===== config.mk =====
export PLATFORM = sky130hd
export DESIGN_NAME = nrzi_word_tx
export DESIGN_NICKNAME = d
export VERILOG_FILES = /design/src/rtl/nrzi_tx_pkg.sv /design/src/rtl/nrzi_word_shifter.sv /design/src/rtl/nrzi_level_gen.sv /design/src/rtl/nrzi_word_tx.sv
export SDC_FILE = /design/constraint.sdc
export NUM_CORES = 1
export LEC_CHECK = 0
export ABC_AREA = 1
export CAP_MARGIN = 25
export CORE_UTILIZATION = 52
export CTS_BUF_LIST = sky130_fd_sc_hd__clkbuf_4
export DETAILED_ROUTE_END_ITERATION = 16
export PLACE_DENSITY = 0.81
export SYNTH_ARGS = -nofsm -noshare
export SYNTH_HDL_FRONTEND = slang
export SYNTH_HIERARCHICAL = 1
export SYNTH_SLANG_ARGS = --single-unit

===== constraint.sdc =====
create_clock -name clk_i -period 1.8 [get_ports clk_i]
set_clock_uncertainty 0.05 [all_clocks]
set_input_delay 0.18 -clock clk_i [delete_from_list [all_inputs] [get_ports clk_i]]
set_output_delay 0.18 -clock clk_i [all_outputs]
set_load 0.005 [all_outputs]

===== src/rtl/nrzi_tx_pkg.sv =====
package nrzi_tx_pkg;
  localparam int unsigned WORD_W_DEF = 16;

  // NRZI rule: a 0 bit flips the line, a 1 bit holds it
  function automatic logic nrzi_next(input logic cur, input logic bit_v);
    return bit_v ? cur : ~cur;
  endfunction
endpackage


===== src/rtl/nrzi_word_shifter.sv =====
module nrzi_word_shifter #(
  parameter int unsigned WORD_W = 16,
  parameter logic [WORD_W-1:0] IDLE_WORD = '1
) (
  input  logic              clk_i,
  input  logic              rst_ni,
  input  logic              bit_stb_i,
  input  logic [WORD_W-1:0] word_i,
  input  logic              valid_i,
  output logic              ready_o,
  output logic              bit_o
);
  localparam int unsigned SH_W = WORD_W + 1;

  logic [SH_W-1:0] sh_q, sh_eff;
  logic            reload_due;

  // marker at the top; value <= 1 means the word is used up
  assign reload_due = (sh_q[SH_W-1:1] == '0);
  assign ready_o    = bit_stb_i & reload_due;
  assign sh_eff     = reload_due ? {1'b1, (valid_i ? word_i : IDLE_WORD)} : sh_q;
  assign bit_o      = sh_eff[0];

  always_ff @(posedge clk_i or negedge rst_ni) begin
    if (!rst_ni)        sh_q <= '0;
    else if (bit_stb_i) sh_q <= sh_eff >> 1;
  end

  assert_empty_after_load_R6: assert property (@(posedge clk_i) disable iff (!rst_ni)
    ready_o |=> (sh_q[SH_W-1] == 1'b0) && (sh_q[SH_W-2] == 1'b1));
endmodule


===== src/rtl/nrzi_level_gen.sv =====
module nrzi_level_gen
  import nrzi_tx_pkg::*;
(
  input  logic clk_i,
  input  logic rst_ni,
  input  logic bit_stb_i,
  input  logic bit_i,
  output logic txd_o
);
  logic lvl_q, txd_q;

  always_ff @(posedge clk_i or negedge rst_ni) begin
    if (!rst_ni) begin
      lvl_q <= 1'b0;
      txd_q <= 1'b0;
    end else if (bit_stb_i) begin
      txd_q <= lvl_q;                    // drive the previous result first
      lvl_q <= nrzi_next(lvl_q, bit_i);
    end
  end

  assign txd_o = txd_q;

  assert_txd_lags_R3: assert property (@(posedge clk_i) disable iff (!rst_ni)
    bit_stb_i |=> txd_o == $past(lvl_q));
  assert_zero_toggles_R4: assert property (@(posedge clk_i) disable iff (!rst_ni)
    (bit_stb_i && !bit_i) |=> lvl_q != $past(lvl_q));
  assert_one_holds_R4: assert property (@(posedge clk_i) disable iff (!rst_ni)
    (bit_stb_i && bit_i) |=> $stable(lvl_q));
endmodule


===== src/rtl/nrzi_word_tx.sv =====
module nrzi_word_tx
  import nrzi_tx_pkg::*;
#(
  parameter int unsigned WORD_W = WORD_W_DEF
) (
  input  logic              clk_i,
  input  logic              rst_ni,
  input  logic              bit_stb_i,
  input  logic [WORD_W-1:0] word_i,
  input  logic              valid_i,
  output logic              ready_o,
  output logic              txd_o
);
  localparam int unsigned CNT_W = (WORD_W > 1) ? $clog2(WORD_W) : 1;
  localparam logic [CNT_W-1:0] LAST = CNT_W'(WORD_W - 1);

  logic cur_bit;

  nrzi_word_shifter #(.WORD_W(WORD_W), .IDLE_WORD('1)) u_shift (
    .clk_i, .rst_ni, .bit_stb_i, .word_i, .valid_i,
    .ready_o, .bit_o(cur_bit)
  );

  nrzi_level_gen u_level (
    .clk_i, .rst_ni, .bit_stb_i, .bit_i(cur_bit), .txd_o
  );

  // independent strobe counter to check the sentinel-driven reload period
  logic [CNT_W-1:0] stb_cnt_q;
  always_ff @(posedge clk_i or negedge rst_ni) begin
    if (!rst_ni)        stb_cnt_q <= LAST;
    else if (bit_stb_i) stb_cnt_q <= (stb_cnt_q == LAST) ? '0 : stb_cnt_q + 1'b1;
  end

  assert_reload_period_R6: assert property (@(posedge clk_i) disable iff (!rst_ni)
    bit_stb_i |-> (ready_o == (stb_cnt_q == LAST)));
  assert_txd_quiet_R2: assert property (@(posedge clk_i) disable iff (!rst_ni)
    !bit_stb_i |=> $stable(txd_o));
  assert_idle_holds_R8: assert property (@(posedge clk_i) disable iff (!rst_ni)
    (ready_o && !valid_i) |=> cur_bit || !bit_stb_i);
endmodule


==> impl_results.md, run 1 <==
* Mapped cell area at 0.001047 mm^2
* WP data arrival at 1.40 ns
* # IOs at 22
* Pleak at 0.0007634 uW
* Synth unique cells at 13
* Htree depth at 1
* Reg-to-Reg End: u_level/lvl_q
* Critical Path RT at 1.57 ns
* Post-route minimum period at 1.633 ns
* Post-Syn Area per Cell at 6.756 um^2
* Via count at 1,080
* Hold Crit Class: in2async
* Number of CTS-inserted buffers at 3
* Die Ht at 46.88 um
* Post-synth net total at 175
* Cell-by-cell trace of the critical path: nor2_1, nand2_1, nor2_4, nand3_1, inv_1, dlygate4sd2_1
* Antenna Cells at 0
* Hold Violations, Final at 0
* Area growth syn-to-layout at 31.30%
* Slew headroom at 67.55%
* Crit-path leading delay family: simple AND/OR/NAND/NOR gates
* Nets at 208
* NetSw at 755.2 uW
* Initial DRT Pass Iterations at 4
* Starting Density at 58.12%
* DRC at 0
* Hpwl dp at 1580 um
* Hold-fix buffers at CTS at 0
* P per Cell Area at 1304 mW/mm^2
* Initial drt markers at 25
* Yosys warns at 6
* Clock Power Share at 11.3%
* Final Max Tran Viols at 0
* Startpoint type of the worst setup path: flop
* DIE WIDTH at 46.88 um
* Layout cells sized above 1 at 10.70%
* CTS Buffer Depth at 2
* Core Box Area at 0.001802 mm^2
* Initial antenna violation count at 0
* Critical Path Max Stage Delay at 0.40 ns
* FF/Latch Area at 450.4 um^2
* Synth Instances at 155
* Seq cells post-synth at 18
* Critical path endpoint category: output pin
* Post-DR wirelength/cell at 11.50 um
* Clock sink total at 18
* Fmax at 612.3 MHz
* GR Util All Layers at 26.48%
* Final ANT Viol Nets at 0
* Filler cell count at 152
* Worst Setup Path Type: reg2out
* TNS Setup at 0 ns
* Largest net degree at the start of global routing at 23
* Vias in the first global route at 995
* Sequential fraction of the synthesis area at 43.01%
* RSZ-0062 raised after global routing: no
* R2R depth at 11
* Grt total ovfl at 0
* Reg2Reg Launch Point: u_shift/sh_q[7]
* Power share of the combinational group at 53.4%
* Routed vias/inst at 5.094
* Crit-path slowest cell: dfrtp_1
* Full die area at 0.002197 mm^2
* Status: complete, no violations
* Final setup violating endpoints at 0
* WL final at 2438 um
* Sw frac at 42.12%
* Cell Rows at 15
* Clk slew on worst S/H paths at 0.10 ns
* Buffers on Ports at 21
* First-pass GRT wire length at 4112 um
* Multi-input gate area at 485.5 um^2
* Routability Congestion at 0.7954
* Worst-Margin Slew at 0.4863 ns
* Flop2flop setup slack at 0.29 ns
* CTS tree: done
* Maxcap violations at 0
* Fin crit share at 90.74%
* Internal power at 1038 uW
* Clk_lat worst skew at 0.29 ns
* Hold_ws at 0.1599 ns
* Buf/Inv on CP at 2
* CP max FO at 2
* Peak supply drop at 739.9 uV
* Seq pwr share at 35.3%
* Clock Root Buffer: clkbuf_4
-- sequential cells by signal, indices dropped and copies added (netlist names) --
register / count
u_level/lvl_q: 1
u_level/txd_o: 1
u_shift/sh_q: 16
-- timing repair --
action | CTS | global route
resized for setup | 1 | 0
buffers inserted | 9 | 0
setup endpoints to repair | 1 | 0
-- synthesized netlist by cell type --
library cell   n  area share, %
buf_6          1            1.1
buf_4          2            1.4
buf_2          2           0.96
inv_1         18            6.5
nor2_4         2            2.2
nand2_1       49             18
clkbuf_1       2           0.72
nor2_1        26            9.3
nand2_4        1            1.1
a21oi_1        3            1.4
dfrtp_1       18             43
o21ai_1        3            1.4
nand3_1       28             13
-- power groups by stage --
stage          Clock [uW]  Combinational (uW)  Sequential, uW
2_1_floorplan           0                 613             631
3_3_place_gp            0                 780             649
3_5_place_dp            0                 807             652
4_1_cts               211                 945             629
5_1_grt               232                1060             649
6_report              203                 957             633
-- through the flow --
step	area (um^2)	cells	worst slack [ns]	total power (uW)	util, %
2_1_floorplan	1047	155	0.4210	1244	-
3_3_place_gp	1282	199	0.1936	1429	71.18
3_5_place_dp	1282	199	0.1703	1459	71.18
4_1_cts	1375	212	0.1671	1785	76.32
5_1_grt	1375	212	0.08244	1936	76.32
6_report	1375	212	0.1667	1793	76.32
-- routing by layer --
layer  GRT usage (%)  wire length (um)  share of wire, %  vias to the layer above
met5               0                 0                 0                        -
met3           3.462                97               4.0                        2
met4           8.571                12              0.49                        0
li1                -                 -                 -                      541
met1           34.55              1106                45                      508
met2           45.56              1222                50                       29
-- logic make-up (layout without fill, tap and decap cells) --
| family | Yosys count | in the layout | synth area share, % |
|---|---|---|---|
| DFF | 18 | 18 | 43.01 |
| and+or+nand+nor | 106 | 106 | 43.49 |
| AOI/OAI and AO/OA | 6 | 6 | 2.867 |
| buffers and inverters | 25 | 57 | 10.63 |
-- worst register-to-register path: cells and delay by family, from the launching register on --
| family | cells | cell delay (ns) |
|---|---|---|
| buffers and inverters | 2 | 0.20 |
| DFF | 1 | 0.40 |
| and+or+nand+nor | 8 | 0.72 |
| AOI/OAI and AO/OA | 1 | 0.06 |
-- cells in the final DEF, fill, tap and decap left out, drive strengths merged --
master | synthesis | routed
dfrtp | 18 | 18
buf | 5 | 14
o21ai | 3 | 3
dlygate4sd2 | 0 | 1
clkbuf | 2 | 3
clkdlybuf4s50 | 0 | 20
a21oi | 3 | 3
nor2 | 28 | 28
nand3 | 28 | 28
nand2 | 50 | 50
inv | 18 | 18
clkinv | 0 | 1
-- final cells by class --
cell class | instances | share of cell area (%)
multi-input combinational | 112 | 35.30
sequential | 18 | 32.76
timing repair buffer | 35 | 22.84
inverter | 18 | 4.914
tap | 25 | 2.275
clock buffer | 3 | 1.638
clock inverter | 1 | 0.2730
-- worst max path at each step --
stage | endpoint | depth (start not counted) | startpoint
2_1_floorplan | u_level/lvl_q | 11 | u_shift/sh_q[15]
3_3_place_gp | ready_o | 6 | u_shift/sh_q[7]
3_5_place_dp | ready_o | 6 | u_shift/sh_q[15]
4_1_cts | ready_o | 6 | u_shift/sh_q[11]
5_1_grt | ready_o | 6 | u_shift/sh_q[7]
6_report | ready_o | 6 | u_shift/sh_q[7]
No activity file was read; power rests on OpenSTA's default activity.
==> run 2: changes to the inputs <==
CORE_UTILIZATION = 50   (was 52)
CTS_BUF_LIST = sky130_fd_sc_hd__clkbuf_8   (was sky130_fd_sc_hd__clkbuf_4)
PLACE_DENSITY = 0.78   (was 0.81)
==> run 2 against run 1 <==
Against the previous run:
- first-iteration DRC count is 4.0% higher
- via count shrank 1.9%
- cell area about the same
- critical endpoint unchanged
- largest cell class unchanged
==> impl_results.md, run 2 (synthesized netlist as in run 1, its figures left out) <==
* CTS tree: done
* Area growth syn-to-layout at 31.18%
* Core Box Area at 0.001962 mm^2
* Peak supply drop at 767.3 uV
* R2R depth at 11
* DRC at 0
* Commonest cells after routing, fill and taps aside: nand2_1, nand3_1, nor2_1
* Max reg flops at 16
* Post-route minimum period at 1.613 ns
* Clock sink total at 18
* Initial drt markers at 26
* Flop2flop setup slack at 0.28 ns
* Clk_lat worst skew at 0.25 ns
* Routability Congestion at 0.7652
* Layout cells sized above 1 at 9.341%
* Filler cell count at 190
* Critical path endpoint category: output pin
* Post-DR wirelength/cell at 12.34 um
* Final ANT Viol Nets at 0
* Clk slew on worst S/H paths at 0.07 ns
* FF/Latch Area at 450.4 um^2
* Htree depth at 1
* Cell Rows at 16
* Final Max Tran Viols at 0
* Reg2Reg Launch Point: u_shift/sh_q[12]
* Initial antenna violation count at 0
* Antenna Cells at 0
* Hold Violations, Final at 0
* Nets at 203
* CTS Buffer Depth at 2
* # IOs at 22
* Grt total ovfl at 0
* Via count at 1,059
* WP data arrival at 1.38 ns
* Hpwl dp at 1654 um
* Critical Path RT at 1.57 ns
* Hold-fix buffers at CTS at 0
* Cell Area, Placed at 0.001285 mm^2
* RSZ-0062 raised after global routing: no
* Fin cells at 209
* Number of CTS-inserted buffers at 3
* TNS Setup at 0 ns
* Largest net degree at the start of global routing at 23
* Cell-by-cell trace of the critical path: nor2_1, nand2_1, nor2_4, nand3_2, inv_1, dlygate4sd2_1
* WL final at 2580 um
* GR Util All Layers at 26.11%
* Fin crit share at 89.59%
* Slew headroom at 66.05%
* Maxcap violations at 0
* Largest register by flop count: u_shift/sh_q
* Multi-input gate area at 490.5 um^2
* Buffers on Ports at 21
* Fmax at 620.1 MHz
* Buf/Inv on CP at 2
* Initial DRT Pass Iterations at 4
* Crit-path leading delay family: simple AND/OR/NAND/NOR gates
* CP max FO at 2
* First-pass GRT wire length at 4119 um
* P per Cell Area at 1369 mW/mm^2
* Commonest non-fill, non-tap cell in the layout: nand2_1
* Full die area at 0.002282 mm^2
* Final setup violating endpoints at 0
* Hold Crit Class: in2async
* Reg-to-Reg End: u_level/lvl_q
* Vias in the first global route at 1,001
* Status: complete, no violations
* Pleak at 0.0007510 uW
* Critical Path Max Stage Delay at 0.40 ns
* Worst-Margin Slew at 0.5088 ns
* Crit-path slowest cell: dfrtp_1
* Hold_ws at 0.2105 ns
* DIE WIDTH at 47.77 um
* Placed insts at 201
* Total power at 1881 uW
* Die Ht at 47.77 um
* Worst Setup Path Type: reg2out
* Post-route cell area at 0.001374 mm^2
* Clock Root Buffer: clkbuf_8
* Startpoint type of the worst setup path: flop
* Routed vias/inst at 5.067
* Starting Density at 53.38%
-- run 2: changes by cell type in the layout (fill, tap and decap cells not counted) --
cell / delta
buf_4: -5
clkbuf_8: +4
nand3_1: -1
nand3_2: +1
clkbuf_4: -3
clkinv_1: -1
-- run 2: layer usage --
layer	share of wire (%)	vias up	global-route usage (%)
met2	51	23	44.59
met3	3.5	2	4.528
li1	-	531	-
met1	45	503	32.08
met5	0	-	0
met4	0.43	0	11.67
-- run 2: stage by stage --
stage               worst slack, ns  util (%)
floorplan                    0.4210         -
finish                       0.1874     70.03
detailed placement           0.1562     65.50
global placement             0.1947     65.50
CTS                          0.2092     70.03
global route                 0.1014     70.03
-- run 2: cell type report --
type / count / share of cell area (%)
clock buffer: 4 / 4.007
timing repair buffer: 30 / 20.13
tap: 27 / 2.459
inverter: 18 / 4.918
multi-input combinational: 112 / 35.70
sequential: 18 / 32.79
-- run 2: worst max-delay path by stage --
stage / cells after the start / to / from
after floorplan: 11 / u_level/lvl_q / u_shift/sh_q[15]
after global placement: 6 / ready_o / u_shift/sh_q[9]
after CTS: 6 / ready_o / u_shift/sh_q[12]
after global routing: 6 / ready_o / u_shift/sh_q[9]
after detailed placement: 6 / ready_o / u_shift/sh_q[5]
final: 6 / ready_o / u_shift/sh_q[12]
-- run 2: power breakdown --
| part | switching, uW | total, uW | internal, uW |
|---|---|---|---|
| clock | 143 | 337 | 194 |
| sequential | 105 | 655 | 550 |
| combinational | 530 | 889 | 359 |
| total | 778 | 1880 | 1100 |
-- run 2: repair_timing --
item                                    CTS  global route
gates resized for setup                   2             0
setup buffers                             4             0
endpoints found under the setup margin    1             0
